## src/rtl/aw_pkg.sv

```systemverilog
package aw_pkg;

    localparam int AW        = 32;
    localparam int DW        = 32;
    localparam int NCLI      = 16;
    localparam int CIDW      = $clog2(NCLI);
    localparam int SZW       = 8;
    localparam int SLOT_SPAN = 8;

    // per-watchpoint register offsets
    localparam logic [2:0] OFF_LO    = 3'd0;
    localparam logic [2:0] OFF_HI    = 3'd1;
    localparam logic [2:0] OFF_OPM   = 3'd2;
    localparam logic [2:0] OFF_CMASK = 3'd3;
    localparam logic [2:0] OFF_CCLI  = 3'd4;
    localparam logic [2:0] OFF_CADDR = 3'd5;
    localparam logic [2:0] OFF_CINFO = 3'd6;
    localparam logic [2:0] OFF_CFRST = 3'd7;

    // global register offsets
    localparam logic [2:0] GOFF_EN   = 3'd0;
    localparam logic [2:0] GOFF_RAW  = 3'd1;
    localparam logic [2:0] GOFF_MSK  = 3'd2;
    localparam logic [2:0] GOFF_ACK  = 3'd3;

    typedef struct packed {
        logic [AW-1:0]   lo;
        logic [AW-1:0]   hi;
        logic [1:0]      opm;
        logic [NCLI-1:0] cmask;
    } aw_cfg_t;

    typedef struct packed {
        logic            valid;
        logic [NCLI-1:0] clients;
        logic [AW-1:0]   addr;
        logic            wr;
        logic [SZW-1:0]  size;
        logic [CIDW-1:0] first;
    } aw_cap_t;

    typedef struct packed {
        logic            valid;
        logic [AW-1:0]   addr;
        logic [CIDW-1:0] client;
        logic            wr;
        logic [SZW-1:0]  size;
    } aw_snoop_t;

    function automatic logic [NCLI-1:0] client_bit(input logic [CIDW-1:0] cid);
        return NCLI'(1) << cid;
    endfunction

    function automatic logic op_allowed(input logic [1:0] opm, input logic wr);
        return wr ? opm[1] : opm[0];
    endfunction

    function automatic logic [DW-1:0] pack_info(input aw_cap_t c);
        logic [DW-1:0] w;
        w          = '0;
        w[DW-1]    = c.valid;
        w[8+:SZW]  = c.size;
        w[0]       = c.wr;
        return w;
    endfunction

endpackage

```

## src/rtl/aw_cmp.sv

```systemverilog
module aw_cmp
    import aw_pkg::*;
(
    input  aw_cfg_t   cfg,
    input  aw_snoop_t snp,
    output logic      hit
);
    logic in_win;
    logic cli_ok;
    logic op_ok;

    always_comb begin
        in_win = (snp.addr >= cfg.lo) && (snp.addr <= cfg.hi);
        cli_ok = cfg.cmask[snp.client];
        op_ok  = op_allowed(cfg.opm, snp.wr);
        hit    = snp.valid && in_win && cli_ok && op_ok;
    end
endmodule

```

## src/rtl/aw_lowest.sv

```systemverilog
module aw_lowest #(
    parameter int N  = 4,
    localparam int IW = (N > 1) ? $clog2(N) : 1
) (
    input  logic          clk,
    input  logic          rst,
    input  logic [N-1:0]  req,
    output logic          any,
    output logic [IW-1:0] idx,
    output logic [N-1:0]  grant
);
    always_comb begin
        any   = 1'b0;
        idx   = '0;
        grant = '0;
        for (int i = N - 1; i >= 0; i--) begin
            if (req[i]) begin
                any   = 1'b1;
                idx   = IW'(i);
                grant = N'(1) << i;
            end
        end
    end


    grant_onehot_chk: assert property (@(posedge clk) disable iff (rst)
        $onehot0(grant));

    grant_is_req_chk: assert property (@(posedge clk) disable iff (rst)
        any |-> req[idx] && ((req & ((N'(1) << idx) - N'(1))) == '0));
endmodule

```

## src/rtl/aw_slot.sv

```systemverilog
module aw_slot
    import aw_pkg::*;
(
    input  logic          clk,
    input  logic          rst,
    input  logic          cfg_we,
    input  logic [1:0]    cfg_sel,
    input  logic [DW-1:0] cfg_wdata,
    input  logic          ack_cap,
    input  logic          ack_pend,
    input  aw_snoop_t     snp,
    output aw_cfg_t       cfg_q,
    output aw_cap_t       cap_q,
    output logic          pend_q
);
    logic    hit;
    aw_cap_t fresh;

    aw_cmp u_cmp (
        .cfg (cfg_q),
        .snp (snp),
        .hit (hit)
    );

    always_comb begin
        fresh         = '0;
        fresh.valid   = 1'b1;
        fresh.clients = client_bit(snp.client);
        fresh.addr    = snp.addr;
        fresh.wr      = snp.wr;
        fresh.size    = snp.size;
        fresh.first   = snp.client;
    end

    always_ff @(posedge clk) begin
        if (rst) begin
            cfg_q  <= '0;
            cap_q  <= '0;
            pend_q <= 1'b0;
        end else begin
            if (cfg_we) begin
                case (cfg_sel)
                    2'd0:    cfg_q.lo    <= cfg_wdata[AW-1:0];
                    2'd1:    cfg_q.hi    <= cfg_wdata[AW-1:0];
                    2'd2:    cfg_q.opm   <= cfg_wdata[1:0];
                    default: cfg_q.cmask <= cfg_wdata[NCLI-1:0];
                endcase
            end

            if (hit)
                pend_q <= 1'b1;
            else if (ack_pend)
                pend_q <= 1'b0;

            if (ack_cap || !cap_q.valid) begin
                cap_q <= hit ? fresh : '0;
            end else if (hit) begin
                cap_q.clients <= cap_q.clients | client_bit(snp.client);
            end
        end
    end


    hit_sets_pend_chk: assert property (@(posedge clk) disable iff (rst)
        hit |=> pend_q);

    pend_needs_hit_chk: assert property (@(posedge clk) disable iff (rst)
        $rose(pend_q) |-> $past(hit));

    ack_clears_pend_chk: assert property (@(posedge clk) disable iff (rst)
        ack_pend && !hit |=> !pend_q);

    cap_frozen_chk: assert property (@(posedge clk) disable iff (rst)
        cap_q.valid && !ack_cap |=> $stable(cap_q.addr) && $stable(cap_q.first)
                                    && $stable(cap_q.size) && $stable(cap_q.wr));

    ack_empties_cap_chk: assert property (@(posedge clk) disable iff (rst)
        ack_cap && !hit |=> !cap_q.valid && cap_q.clients == '0);
endmodule

```

## src/rtl/addr_watch_unit.sv

```systemverilog
module addr_watch_unit
    import aw_pkg::*;
#(
    parameter int NUM_WP = 4,
    localparam int REG_AW = $clog2(NUM_WP * SLOT_SPAN + SLOT_SPAN),
    localparam int SEL_W  = REG_AW - 3,
    localparam int IW     = (NUM_WP > 1) ? $clog2(NUM_WP) : 1
) (
    input  logic              clk,
    input  logic              rst,
    input  logic              reg_we,
    input  logic [REG_AW-1:0] reg_addr,
    input  logic [DW-1:0]     reg_wdata,
    output logic [DW-1:0]     reg_rdata,
    input  logic              snp_valid,
    input  logic [AW-1:0]     snp_addr,
    input  logic [CIDW-1:0]   snp_client,
    input  logic              snp_write,
    input  logic [SZW-1:0]    snp_size,
    output logic              irq
);
    aw_snoop_t   snp;
    logic [SEL_W-1:0] sel;
    logic [2:0]  off;
    logic        in_slots;
    logic        in_glob;

    aw_cfg_t     cfg_a [NUM_WP];
    aw_cap_t     cap_a [NUM_WP];
    logic [NUM_WP-1:0] pend_v;
    logic [NUM_WP-1:0] en_q;
    logic [NUM_WP-1:0] masked;
    logic [NUM_WP-1:0] grant;
    logic              any;
    logic [IW-1:0]     low_idx;
    logic [NUM_WP-1:0] gack;

    always_comb begin
        snp.valid  = snp_valid;
        snp.addr   = snp_addr;
        snp.client = snp_client;
        snp.wr     = snp_write;
        snp.size   = snp_size;
        sel        = reg_addr[REG_AW-1:3];
        off        = reg_addr[2:0];
        in_slots   = (int'(sel) < NUM_WP);
        in_glob    = (int'(sel) == NUM_WP);
        gack       = (reg_we && in_glob && off == GOFF_ACK) ? reg_wdata[NUM_WP-1:0] : '0;
    end

    for (genvar w = 0; w < NUM_WP; w++) begin : g_slot
        logic hit_me;
        assign hit_me = reg_we && in_slots && (int'(sel) == w);
        aw_slot u_slot (
            .clk       (clk),
            .rst       (rst),
            .cfg_we    (hit_me && !off[2]),
            .cfg_sel   (off[1:0]),
            .cfg_wdata (reg_wdata),
            .ack_cap   (hit_me && off == OFF_CFRST),
            .ack_pend  (gack[w]),
            .snp       (snp),
            .cfg_q     (cfg_a[w]),
            .cap_q     (cap_a[w]),
            .pend_q    (pend_v[w])
        );
    end

    always_ff @(posedge clk) begin
        if (rst)
            en_q <= '0;
        else if (reg_we && in_glob && off == GOFF_EN)
            en_q <= reg_wdata[NUM_WP-1:0];
    end

    assign masked = pend_v & en_q;
    assign irq    = |masked;

    aw_lowest #(.N(NUM_WP)) u_low (
        .clk   (clk),
        .rst   (rst),
        .req   (masked),
        .any   (any),
        .idx   (low_idx),
        .grant (grant)
    );

    always_comb begin
        reg_rdata = '0;
        if (in_slots) begin
            case (off)
                OFF_LO:    reg_rdata = DW'(cfg_a[sel].lo);
                OFF_HI:    reg_rdata = DW'(cfg_a[sel].hi);
                OFF_OPM:   reg_rdata = DW'(cfg_a[sel].opm);
                OFF_CMASK: reg_rdata = DW'(cfg_a[sel].cmask);
                OFF_CCLI:  reg_rdata = DW'(cap_a[sel].clients);
                OFF_CADDR: reg_rdata = DW'(cap_a[sel].addr);
                OFF_CINFO: reg_rdata = pack_info(cap_a[sel]);
                default:   reg_rdata = DW'(cap_a[sel].first);
            endcase
        end else if (in_glob) begin
            case (off)
                GOFF_EN:  reg_rdata = DW'(en_q);
                GOFF_RAW: reg_rdata = DW'(pend_v);
                GOFF_MSK: begin
                    reg_rdata[NUM_WP-1:0] = masked;
                    reg_rdata[23:16]      = 8'(low_idx);
                    reg_rdata[DW-1]       = any;
                end
                default:  reg_rdata = '0;
            endcase
        end
    end


    irq_needs_enable_chk: assert property (@(posedge clk) disable iff (rst)
        irq |-> (|en_q) && (|pend_v));

    lowest_grant_chk: assert property (@(posedge clk) disable iff (rst)
        (grant != '0) == irq);

    reset_quiet_chk: assert property (@(posedge clk)
        $past(rst) |-> !irq);
endmodule

```

## config.mk

```make
export PLATFORM = sky130hd
export DESIGN_NAME = addr_watch_unit
export DESIGN_NICKNAME = d
export VERILOG_FILES = /design/src/rtl/aw_pkg.sv /design/src/rtl/aw_cmp.sv /design/src/rtl/aw_lowest.sv /design/src/rtl/aw_slot.sv /design/src/rtl/addr_watch_unit.sv
export SDC_FILE = /design/constraint.sdc
export NUM_CORES = 2
export LEC_CHECK = 0
export CAP_MARGIN = 20
export CORE_UTILIZATION = 39
export DETAILED_ROUTE_END_ITERATION = 6
export GPL_TIMING_DRIVEN = 1
export RECOVER_POWER = 100
export SLEW_MARGIN = 5
export SYNTH_ARGS = -nofsm -noshare
export SYNTH_HDL_FRONTEND = slang
export SYNTH_SLANG_ARGS = --single-unit
```

## constraint.sdc

```tcl
create_clock -name clk -period 4.3 [get_ports clk]
set_input_delay 0.86 -clock clk [delete_from_list [all_inputs] [get_ports clk]]
set_output_delay 0.86 -clock clk [all_outputs]
set_load 0.02 [all_outputs]
```

==> summary.md <==
| Metric | Value |
|---|---|
| Status | `finished, violations left` |
| Failing checks | `DRC` |
| Initial antenna violation count | `1` |
| CTS sink cnt | `584` |
| Buffers added on ports | `119` |
| RSZ-0062 raised after global routing | `no` |
| Most frequent cells in the layout | `921 x nand2_1, 584 x dfxtp_1, 438 x a21oi_1, 285 x inv_1, 256 x ha_1` |
| R2r startpoint | `g_slot[1].u_slot.cfg_q[48]$_SDFFE_PP0P_` |
| Largest net degree at the start of global routing | `104` |
| #FFs+latches synth | `584` |
| Share of the synthesized area in the top cell type | `0.366` |
| Min Hold Slack | `0.442 ns` |
| # setup viols final | `0` |
| Startpoint types | `primary input` |
| Total die area | `83100 µm²` |
| GP Congestion | `0.960` |
| CP startpoint | `snp_addr[0]` |
| Ys async rst share | `0` |
| Area Overhead vs Synth | `17.0%` |
| Leakage power | `12.9 nW` |
| Peak supply drop | `272 µV` |
| CP arrival | `4.75 ns` |
| Library cells used by synthesis | `70` |
| Area leader, netlist | `dfxtp_1` |
| H-tree depth | `3` |
| Critical path endpoint category | `flop` |
| Worst Hold Class | `reg -> reg` |
| Layout Skew | `0.0243 ns` |
| Via density | `5.83` |
| CTS-repair resized insts | `1` |
| Relative slew slack | `0.117` |
| Number of synthesized flops with an enable pin | `0` |
| Die width | `288 µm` |
| Post-CTS Setup Inserts | `0` |
| Total track usage | `0.288` |
| DRC | `24` |
| Core box area | `80800 µm²` |
| Clock latency on the worst-skew pair | `0.63 ns` |
| Crit path required time | `4.81 ns` |
| Max cap viols | `0` |
| Fmax | `236 MHz` |
| Worst hold start | `g_slot[3].u_slot.cap_q[6]$_SDFFE_PP0N_` |
| Total Nets Final | `4198` |
| Post-Synthesis Cell Area | `32000 µm²` |
| Num rows | `104` |
| Mapped Cells | `3700` |
| Num CTS Buffers | `67` |
| Yosys warnings | `0` |
| Register area share after synthesis | `0.366` |
| Critical path class | `in -> reg` |
| Largest cells by area after synthesis | `dfxtp_1 37%, nand2_1 11%, mux4_2 11%, ha_1 10%, a21oi_1 6.9%` |
| Root buffer cell | `clkbuf_16` |
| # IOs | `120` |
| Setup TNS Final | `0 ns` |
| Share of cells above drive strength 1 | `0.134` |
| Final core occ | `0.463` |
| Slew at the pin closest to its max-slew limit | `1.32 ns` |
| Post-synth top flop | `dfxtp_1` |
| Detailed Route Iter0 Violations | `2846` |
| Power Total | `12.3 mW` |
| Hold_buf cts | `0` |
| Starting Density | `0.395` |
| Final WL | `121000 µm` |
| Critical Path Fanout Max | `44` |
| Post-DRT Antenna Nets | `0` |
| Clk pin slew, worst setup/hold paths | `0.06 ns` |
| Max Buffers Root-to-Sink | `3` |
| Final Max Tran Viols | `0` |
| Hold Fails Final Rpt | `0` |
| Pwr/cell area | `328 nW/µm²` |
| Min cycle time layout | `4.23 ns` |
| Vias in the first global route | `26800` |
| Mapped Avg Cell Area | `8.64 µm²` |
| Post-Syn Nets | `4043` |
| Most common cell after layout, fill and taps aside | `nand2_1` |
| Drt pass-1 iters | `7` |
| TritonCTS clock tree | `built` |
| Tcrit/Tclk final | `0.985` |
| Post-DP HPWL | `84500 µm` |
| Die H | `288 µm` |
| WL per Instance | `24.3 µm` |
| Routed via count | `28900` |
| First-pass GRT wire length | `179000 µm` |
| Total overflow reported by the global router | `0` |
## logic make-up (layout without fill, tap and decap cells)
| family | after synthesis | in the layout | synth area share |
|---|---|---|---|
| and+or+nand+nor | 1222 | 1222 | 0.161 |
| AOI/OAI and AO/OA | 894 | 894 | 0.177 |
| DFF | 584 | 584 | 0.366 |
| buffers and inverters | 551 | 751 | 0.0704 |
| adders and majority gates | 256 | 256 | 0.100 |
| muxes | 193 | 193 | 0.126 |
| other | 0 | 1 | 0 |
## Yosys cell counts, drive strengths merged (35+ instances only)
cell type,count
nand2,921
mux4,163
nand4,47
ha,256
a32o,111
nand3,35
inv,285
buf,67
nor2,101
nor2b,56
a21oi,440
clkbuf,199
o21ai,171
dfxtp,584
## metrics by stage
step	cells	worst slack (ns)	instance area, µm²
after floorplan	3700	0.501	32000
after global placement	4845	-0.0549	35500
after detailed placement	4846	-0.0776	35600
after CTS	4960	0.0216	37700
after global routing	4960	0.00487	37400
final	4961	0.0652	37400
## power breakdown
| part | switching [mW] | total [mW] | internal [mW] |
|---|---|---|---|
| clock | 2.43 | 5.72 | 3.29 |
| combinational | 0.692 | 1.12 | 0.426 |
| sequential | 0.0101 | 5.43 | 5.42 |
| total | 3.13 | 12.3 | 9.14 |
## sequential cells by signal, indices dropped and copies added (netlist names)
| register | count |
|---|---|
| g_slot.u_slot.cap_q | 248 |
| g_slot.u_slot.cfg_q | 328 |
| g_slot.u_slot.pend_q | 4 |
| en_q | 4 |
## layer usage
metal  GRT usage  wire length (µm)  part of all wire
met5           0                 0                 0
met3      0.0518             11500             0.095
met4       0.131              6330             0.052
met2       0.446             53100              0.44
met1       0.391             49700              0.41
## final timing paths
check	slack (ns)	endpoint	cells past startpoint
worst min register to register	0.44	g_slot[3].u_slot.cap_q[6]$_SDFFE_PP0N_	2
worst min-delay path	0.44	g_slot[3].u_slot.cap_q[6]$_SDFFE_PP0N_	2
worst max-delay path	0.07	g_slot[2].u_slot.cap_q[2]$_SDFFE_PP0N_	12
worst max register to register	0.76	g_slot[1].u_slot.cap_q[31]$_SDFFE_PP0N_	13
## layout make-up
cell class / count / area [µm²]
fill: 7813 / 43400
clock buffer: 96 / 1960
inverter: 285 / 1070
sequential: 584 / 11700
antenna: 1 / 2.50
clock inverter: 18 / 180
multi-input combinational: 2565 / 18100
tap: 1060 / 1330
timing repair buffer: 352 / 3050
## worst max-delay path: stages
cell and delay, ns:
clkdlybuf4s50_1 0.45, inv_1 0.03, clkbuf_2 0.29, ha_1 0.37, nand2b_1 0.15, a2111o_1 0.40
o211ai_1 0.17, o211ai_1 0.30, a211oi_1 0.66, nor4_4 0.10, clkbuf_4 0.49, a32o_1 0.41
Note: power is estimated with default switching activity, not from simulation.
